--- src/rtl/i2s_rx_chan.sv ---
module i2s_rx_chan #(
  parameter int DEPTH = 16,
  parameter int AW    = 9,
  parameter int DW    = 32
) (
  input  logic          clk,
  input  logic          rst_n,
  input  logic          bus_sel,
  input  logic          bus_wr,
  input  logic [AW-1:0] bus_addr,
  input  logic [DW-1:0] bus_wdata,
  output logic [DW-1:0] bus_rdata,
  input  logic          sck,
  input  logic          ws,
  input  logic          sd,
  output logic          irq
);
  localparam int PW = $clog2(DEPTH);
  localparam int CW = PW + 1;
  localparam int BW = $clog2(DW + 1);
  localparam logic [AW-1:0] A_GEN   = AW'('h00);
  localparam logic [AW-1:0] A_RXEN  = AW'('h04);
  localparam logic [AW-1:0] A_LEFT  = AW'('h20);
  localparam logic [AW-1:0] A_RIGHT = AW'('h24);
  localparam logic [AW-1:0] A_CHEN  = AW'('h28);
  localparam logic [AW-1:0] A_RES   = AW'('h30);
  localparam logic [AW-1:0] A_STAT  = AW'('h38);
  localparam logic [AW-1:0] A_MASK  = AW'('h3C);
  localparam logic [AW-1:0] A_OVCLR = AW'('h40);
  localparam logic [AW-1:0] A_TRIG  = AW'('h48);
  localparam logic [AW-1:0] A_FLUSH = AW'('h50);

  logic          glb_en, rx_en, ch_en, ovr;
  logic [2:0]    res_code;
  logic [1:0]    mask;
  logic [PW-1:0] trig;
  logic [CW-1:0] count;
  logic [PW-1:0] wp, rp;
  logic [2*DW-1:0] mem [DEPTH];

  wire cap_en = glb_en & rx_en & ch_en;
  wire wr_stb = bus_sel & bus_wr;
  wire rd_stb = bus_sel & ~bus_wr;
  wire empty  = (count == '0);
  wire full   = (count == CW'(DEPTH));
  wire flush  = wr_stb && bus_addr == A_FLUSH && bus_wdata[0];
  wire pop    = rd_stb && bus_addr == A_RIGHT && !empty;
  wire ovr_clr = rd_stb && bus_addr == A_OVCLR;
  wire unused_wd = ^bus_wdata[DW-1:PW];

  // serial front end, oversampled
  logic [2:0] sck_p;
  logic [1:0] ws_p, sd_p;
  always_ff @(posedge clk) begin
    if (!rst_n) begin
      sck_p <= '0; ws_p <= '0; sd_p <= '0;
    end else begin
      sck_p <= {sck_p[1:0], sck};
      ws_p  <= {ws_p[0], ws};
      sd_p  <= {sd_p[0], sd};
    end
  end
  wire rise = sck_p[1] & ~sck_p[2];
  wire ws_s = ws_p[1];
  wire sd_s = sd_p[1];

  function automatic logic [BW-1:0] res_len(input logic [2:0] c);
    case (c)
      3'd1:    res_len = BW'(12);
      3'd2:    res_len = BW'(16);
      3'd3:    res_len = BW'(20);
      3'd4:    res_len = BW'(24);
      default: res_len = BW'(DW);
    endcase
  endfunction

  logic          ws_last, synced, have_left;
  logic [BW-1:0] bcnt;
  logic [DW-1:0] sh, left_w;
  wire [BW-1:0] rlen   = res_len(res_code);
  wire          take   = bcnt < rlen;
  wire [DW-1:0] bit_sh = take ? {sh[DW-2:0], sd_s} : sh;
  wire          ws_chg = ws_s != ws_last;
  wire push_req = rise & cap_en & ws_chg & synced & ws_last & have_left;
  wire push     = push_req & ~full;

  always_ff @(posedge clk) begin
    if (!rst_n) ws_last <= 1'b0;
    else if (rise) ws_last <= ws_s;
  end

  always_ff @(posedge clk) begin
    if (!rst_n || !cap_en) begin
      synced <= 1'b0; have_left <= 1'b0; bcnt <= '0; sh <= '0; left_w <= '0;
    end else if (rise) begin
      if (ws_chg) begin
        synced <= 1'b1;
        sh     <= '0;
        bcnt   <= '0;
        if (synced) begin
          if (!ws_last) begin
            left_w    <= bit_sh;
            have_left <= 1'b1;
          end else begin
            have_left <= 1'b0;
          end
        end
      end else begin
        sh   <= bit_sh;
        bcnt <= bcnt + BW'(take);
      end
    end
  end

  // pair FIFO
  always_ff @(posedge clk) begin
    if (push) mem[wp] <= {left_w, bit_sh};
  end

  always_ff @(posedge clk) begin
    if (!rst_n || flush) begin
      wp <= '0; rp <= '0; count <= '0;
    end else begin
      if (push) wp <= (wp == PW'(DEPTH-1)) ? '0 : wp + 1'b1;
      if (pop)  rp <= (rp == PW'(DEPTH-1)) ? '0 : rp + 1'b1;
      count <= count + CW'(push) - CW'(pop);
    end
  end

  wire [2*DW-1:0] head  = empty ? '0 : mem[rp];
  wire            avail = count > {1'b0, trig};

  always_ff @(posedge clk) begin
    if (!rst_n) ovr <= 1'b0;
    else if (push_req && full) ovr <= 1'b1;
    else if (ovr_clr) ovr <= 1'b0;
  end

  assign irq = |({ovr, avail} & ~mask);

  // register port
  always_ff @(posedge clk) begin
    if (!rst_n) begin
      glb_en <= 1'b0; rx_en <= 1'b0; ch_en <= 1'b0;
      res_code <= 3'd2; mask <= 2'b11; trig <= '0;
    end else if (wr_stb) begin
      case (bus_addr)
        A_GEN:  glb_en   <= bus_wdata[0];
        A_RXEN: rx_en    <= bus_wdata[0];
        A_CHEN: ch_en    <= bus_wdata[0];
        A_RES:  res_code <= bus_wdata[2:0];
        A_MASK: mask     <= bus_wdata[1:0];
        A_TRIG: trig     <= bus_wdata[PW-1:0];
        default: ;
      endcase
    end
  end

  always_ff @(posedge clk) begin
    if (!rst_n) bus_rdata <= '0;
    else if (rd_stb) begin
      case (bus_addr)
        A_GEN:   bus_rdata <= DW'(glb_en);
        A_RXEN:  bus_rdata <= DW'(rx_en);
        A_LEFT:  bus_rdata <= head[2*DW-1:DW];
        A_RIGHT: bus_rdata <= head[DW-1:0];
        A_CHEN:  bus_rdata <= DW'(ch_en);
        A_RES:   bus_rdata <= DW'(res_code);
        A_STAT:  bus_rdata <= DW'({ovr, avail});
        A_MASK:  bus_rdata <= DW'(mask);
        A_TRIG:  bus_rdata <= DW'(trig);
        default: bus_rdata <= '0;
      endcase
    end
  end
endmodule

--- config.mk ---
export PLATFORM = sky130hd
export DESIGN_NAME = i2s_rx_chan
export DESIGN_NICKNAME = d
export VERILOG_FILES = /design/src/rtl/i2s_rx_chan.sv
export SDC_FILE = /design/constraint.sdc
export NUM_CORES = 1
export LEC_CHECK = 0
export BUFFER_PORTS_ARGS = -buffer_cell sky130_fd_sc_hd__buf_2
export CORE_MARGIN = 3
export CORE_UTILIZATION = 40
export DETAILED_ROUTE_END_ITERATION = 10
export GPL_TIMING_DRIVEN = 0
export SLEW_MARGIN = 20
export SYNTH_ARGS = -nofsm -noshare
export SYNTH_HDL_FRONTEND = slang
export SYNTH_SLANG_ARGS = --single-unit
export TNS_END_PERCENT = 30
--- constraint.sdc ---
create_clock -name clk -period 19.05 [get_ports clk]
set_input_delay 2.8575 -clock clk [delete_from_list [all_inputs] [get_ports clk]]
set_output_delay 2.8575 -clock clk [all_outputs]
set_load 0.02 [all_outputs]
# Yosys cells after proc, flatten, opt, wreduce, memory -nomap -nowiden
# Memories as Yosys holds them, arrays and structs flattened. A register that Yosys moved wholly into a read port is not among the register bits.
# Cells that the tools add are included.
dict set report totals {
  reg_bits 138
  ramBits 1024
  inputBits 48
  output_inout_bits 33
  n_memories 1
}
# memory words width rd rd_ports_with_merged_regs write_ports line
set memory_table {}
lappend memory_table {mem 16 64 1 1 1 39} ;# logic [2*DW-1:0] mem [DEPTH];
dict set report classes {
  add_sub_neg 5
  n_lt_le_gt_ge 2
  n_eq_ne 18
  n_mux 15
  bitwise 17
  n_reduce_logical 24
}
# op n
set ops {}
lappend ops {{$pmux W32 S9} 1}
lappend ops {{$mux W32} 2}
lappend ops {{$mux W64} 1}
lappend ops {{$eq A9 B6 Y1 const B} 6}
lappend ops {{$eq A9 B7 Y1 const B} 3}
lappend ops {{$pmux W6 S4} 1}
lappend ops {{$mux W4} 4}
lappend ops {{$reduce_and A2 Y1} 7}
lappend ops {{$and A1 B1 Y1} 11}
lappend ops {{$eq A9 B3 Y1 const B} 1}
lappend ops {{$logic_not A9 Y1} 1}
lappend ops {{$add A4 B1 Y4 const B} 2}
lappend ops {{$eq A4 B4 Y1 const B} 2}
lappend ops {{$add A6 B1 Y6} 1}
lappend ops {{$eq A3 B2 Y1 const B} 2}
lappend ops {{$logic_and A1 B1 Y1} 6}
lappend ops {{$lt A6 B6 Y1} 1}
lappend ops {{$mux W6} 1}
lappend ops {{$add A5 B1 Y5} 1}
lappend ops {{$eq A5 B5 Y1 const B} 1}
lappend ops {{$gt A5 B4 Y1} 1}
lappend ops {{$logic_not A5 Y1} 1}
lappend ops {{$mux W1} 5}
lappend ops {{$sub A5 B1 Y5} 1}
lappend ops {{12 further kinds} 18}

# Longest topological paths before layout
dict set report logic_depth {
  depth_word 10
  ltp_mapped 15
  depth_no_buf 15
}

# Worst setup path after synthesis
# Ideal clock, no wire load.
dict set report synth_path {
  kind {reg-to-reg}
  from {register ws_last}
  to {memory mem[3][0] (netlist bit), enable pin}
  setup_time_ns 0.564
  arrival_time_ns 5.658
  required_time_ns 18.486
  slack_ns 12.828
  stages_incl_launch_ff 5
  n_path_buf 0
  period_less_slack_ns 6.222
  cell_sequence {dfxtp_1 > nand4b_1 > nor4b_4 > nand2_1 > nor3_1}
}
dict set report synth_between {
  elab_chain_cells 8
}
# item line
set synth_lines {}
lappend synth_lines {{from (decl)} 77} ;# logic ws_last, synced, have_left;
lappend synth_lines {{from (signal assigned)} 89} ;# else if (rise) ws_last <= ws_s;
lappend synth_lines {{$ne A1 B1 Y1} 83} ;# wire ws_chg = ws_s != ws_last;
lappend synth_lines {{$and A1 B1 Y1 (2 in a row)} 84} ;# wire push_req = rise & cap_en & ws_chg & synced & ws_last & have_left;
lappend synth_lines {{$and A1 B1 Y1 (*) (2 in a row)} 84}
lappend synth_lines {{$and A1 B1 Y1 (*)} 85} ;# wire push = push_req & ~full;
lappend synth_lines {{$mux W1 (*)} 117} ;# if (push) mem[wp] <= {left_w, bit_sh};
lappend synth_lines {{$mux W1 (implied by the code) (*)} 117}
lappend synth_lines {{to (decl)} 39}
# Every way passes the cells marked *; elsewhere a longest branch is shown, timed or not.

# Final worst setup path
dict set report layout_path {
  from {input port bus_addr[8]}
  to {register count[4]}
}
dict set report layout_between {
  elab_chain_cells 4
}
# item line
set layout_lines {}
lappend layout_lines {{from (decl)} 10} ;# input logic [AW-1:0] bus_addr,
lappend layout_lines {{$eq A9 B6 Y1} 47} ;# wire pop = rd_stb && bus_addr == A_RIGHT && !empty;
lappend layout_lines {{$logic_and A1 B1 Y1 (2 in a row)} 47}
lappend layout_lines {{named net pop} 47}
lappend layout_lines {{$sub A5 B1 Y5} 126} ;# count <= count + CW'(push) - CW'(pop);
lappend layout_lines {{to (signal assigned)} 126}
lappend layout_lines {{to (decl)} 37} ;# logic [CW-1:0] count;
# The timed path passes the listed nets, and every way through them passes these cells.
# A chain may end at the register's enable or synchronous reset.

==> results.toml <==
[critical_path]
cpLargestDelayFamily = "simple AND/OR/NAND/NOR gates"
crit_path_end_kind = "register"
crit_chain = "buf_2 > nor4b_2 > nand2_1 > nor4_2 > ha_1 > inv_1 > ha_1 > inv_1 > fa_1 > inv_1 > a21oi_1 > nor2_1 > or3_1 > a21oi_1"
critical_path.startpoint = "bus_addr[8]"
timing.critical_path.buf_inv = 4
worst_path_most_repeated_cell = "inv_1"
worst-path-max-fanout = 6
crit_arrival_ns = 5.94
timing_worst_setup_path_type = "in -> reg"
critical_path.endpoint = "count[4]"
critical_path.max_stage_delay_ns = 0.68
worstSetupStartpointType = "input pin"
critical_path_required_ns = 19.62
r2r_end = "bus_rdata[14]"
critPathSlowestCell = "nor4_2"
timing.critical_path.depth = 14
rrSetupSlack_ns = 15.36
worst_r2r_path_depth = 7

[die]
die_w_um = 341.9
floorplan.rows = 122
fp.coreArea_mm2 = 0.1113
floorplan.die.height_um = 341.9
ios = 81
floorplan.die_area_mm2 = 0.1169
starting_utilization_of_the_core_area_pct = 40.56

[clocking]
cts.reportedPaths.clkPinSlew_ns = 0.06
clock_insertion_delay_worst_skew_ns = 0.69
clockRootBuffer = "clkbuf_16"
cts_buffer_depth = 3
post_cts_resize_count = 0
cts-hold-fix-buffers = 0
clock_sink_count = 1166
postCtsSetupRepairBufs = 0
h-tree-depth = 3
tritoncts = "built"
cts-buffers-inserted = 112

[layout]
drive_above_1_share_pct = 26.01
final_common_cell = "edfxtp_1"
antenna-diode-count = 0
syn2layout_area_growth_pct = 16.00
final_cell_count_no_fill = 4156
final_cell_mix = "edfxtp_1, mux4_2, dfxtp_1"
number_of_nets_in_the_layout = 2639

[timing]
clock-skew-final_ns = 0.02862
whs_ns = 0.4339
final.period_utilization_pct = 28.16
relative_slew_margins_pct = 20.87
finalMaxSlewViolations = 0
period_minus_slack_ns = 5.365
count_of_endpoints_failing_hold_in_the_final_timing_report = 0
rsz_0062_raised_after_global_routing = "false"
timing.final.ws_setup_ns = 13.69
finalSetupViolCount = 0
tns_ns = 0
worst-slew-pin-transition_ns = 1.187
peak_freq_mhz = 186.4

[placed_design]
place_congestion = 0.8663
place.port_buffers = 50
dpl.cell_count = 3943
detailed_place_hpwl_um = 82070
placement.setup.worst_slack_ns = 12.75

[routing]
vias_per_cell = 5.807
drt.antenna.violating_nets = 0
routed_wire_length_per_instance_um = 28.61
detailroute.via_count = 24130
drt_first_pass_iters = 6
detailedRoute.firstIterationViolations = 2792
drc = 0
routed_wirelength_um = 118900

[synth]
yosysUniqueCellTypes = 67
ys_seq_elements = 1166
syn_nets = 2384
async_flop_share_pct = 0
postSynthAreaPerCell_um2 = 19.51
mapped_cells = 2314
synth_edf_count = 1024
ys.flop_type = "edfxtp_1"
synth-warning-count = 0
post_synth_instance_area_mm2 = 0.04514
ys_seq_area_share_pct = 74.42

[global_route]
grt_overflow = 0
grt_pass1_wl_um = 171100
track_usage_pct = 20.28
vias_in_the_first_global_route = 24140
initial_antenna_violation_count = 1
grt_max_degree = 20

[flow_run]
cap_viol_max_count = 0

[power]
power_leakage_nw = 14.24
power_per_cell_area_mw_per_mm2 = 94.39
vdd.ir_drop.worst_mv = 0.07324

[min_path]
hp-class = "reg -> reg"

[status]
status = "finished, final reports clean"
-- routing by layer --
| layer | vias to the layer above | wire length (um) | track usage, % |
|---|---|---|---|
| met3 | 160 | 9433 | 3.770 |
| met2 | 1053 | 59450 | 34.28 |
| met4 | 0 | 2674 | 5.154 |
| li1 | 10100 | - | - |
| met5 | - | 0 | 0 |
| met1 | 12820 | 47340 | 27.19 |
-- cell usage after synthesis, types with 6 or more instances --
library cell	n	area (um2)
a31oi_1	35	219.0
xor2_1	8	70.07
nor2_1	52	195.2
nor2b_1	8	50.05
a221oi_1	34	297.8
ha_1	21	262.8
o31ai_1	28	210.2
buf_1	18	67.56
inv_1	21	78.83
dfxtp_1	142	2843
clkbuf_1	55	206.5
edfxtp_1	1024	30750
a21oi_1	20	100.1
nor3_1	8	40.04
nand3_1	47	235.2
a21bo_2	32	320.3
nor4_1	6	37.54
mux4_2	250	5630
and2_1	9	56.30
mux2i_1	81	810.8
o21a_1	28	210.2
nand4_1	8	50.05
o21ai_0	47	235.2
buf_4	12	90.09
o22ai_1	32	200.2
a22o_1	63	551.8
nand2_1	95	356.6
mux2_2	11	123.9
buf_2	52	260.3
nand2b_1	12	75.07
-- metrics by stage --
stage / power [mW] / util (%) / cell area, um2
global route: 5.074 / 47.06 / 52360
floorplan: 2.801 / - / 45140
global placement: 2.810 / 42.46 / 47250
finish: 4.942 / 47.06 / 52360
CTS: 4.971 / 47.05 / 52360
detailed placement: 2.811 / 43.81 / 48750
-- registers in the layout, summed over array words and instances (netlist names), 3 cells and up, named ones only --
name and count:
rp 4, bcnt 6, count 5, mem 1024, sck_p 3, left_w 32
sh 32, trig 4, res_code 3, bus_rdata 32, wp 4
-- worst reg2reg max path, cell delays in order, from the launching register on --
cell	delay [ns]
dfxtp_1	0.31
buf_4	0.19
clkbuf_1	0.77
clkbuf_1	0.90
mux4_2	0.44
a221oi_1	0.67
o31ai_1	0.12
o21a_1	0.21
-- worst min path at each step --
stage / startpoint / end / slack, ns / depth (start not counted)
5_1_grt: ws_p[0] / ws_p[1] / 0.45 / 1
3_3_place_gp: ws_p[0] / ws_p[1] / 0.42 / 1
4_1_cts: ws_p[0] / ws_p[1] / 0.44 / 1
3_5_place_dp: ws_p[0] / ws_p[1] / 0.42 / 1
6_report: ws_p[0] / ws_p[1] / 0.43 / 1
2_1_floorplan: sck_p[0] / sck_p[1] / 0.41 / 1
-- report_power, final --
group	internal (mW)	total, mW	switching, mW	leakage [nW]
clock	1.24	2.19	0.950	1.77
sequential	2.74	2.74	0.000406	8.21
combinational	0.00465	0.0183	0.0136	4.26
-- kinds of logic (layout without fill, tap and decap cells) --
| logic type | after synthesis | in the layout | share of synthesized area [%] |
|---|---|---|---|
| buffers and inverters | 160 | 514 | 1.591 |
| flip-flops | 1166 | 1166 | 74.42 |
| AND/OR/NAND/NOR | 272 | 272 | 3.007 |
| AO/OA/AOI/OAI | 341 | 341 | 5.599 |
| adder cells (fa/ha/maj) | 22 | 22 | 0.6264 |
| XOR/XNOR | 11 | 11 | 0.2134 |
| multiplexers | 342 | 342 | 14.54 |
-- layout make-up --
type	count	area, um2
buffer	138	635.6
clock buffer	142	2998
clock inverter	71	609.3
fill	9126	58920
inverter	22	82.58
multi-input combinational	988	10960
sequential	1166	33590
tap	1488	1862
timing repair buffer	141	1625
No activity file was read; power rests on OpenSTA's default activity.
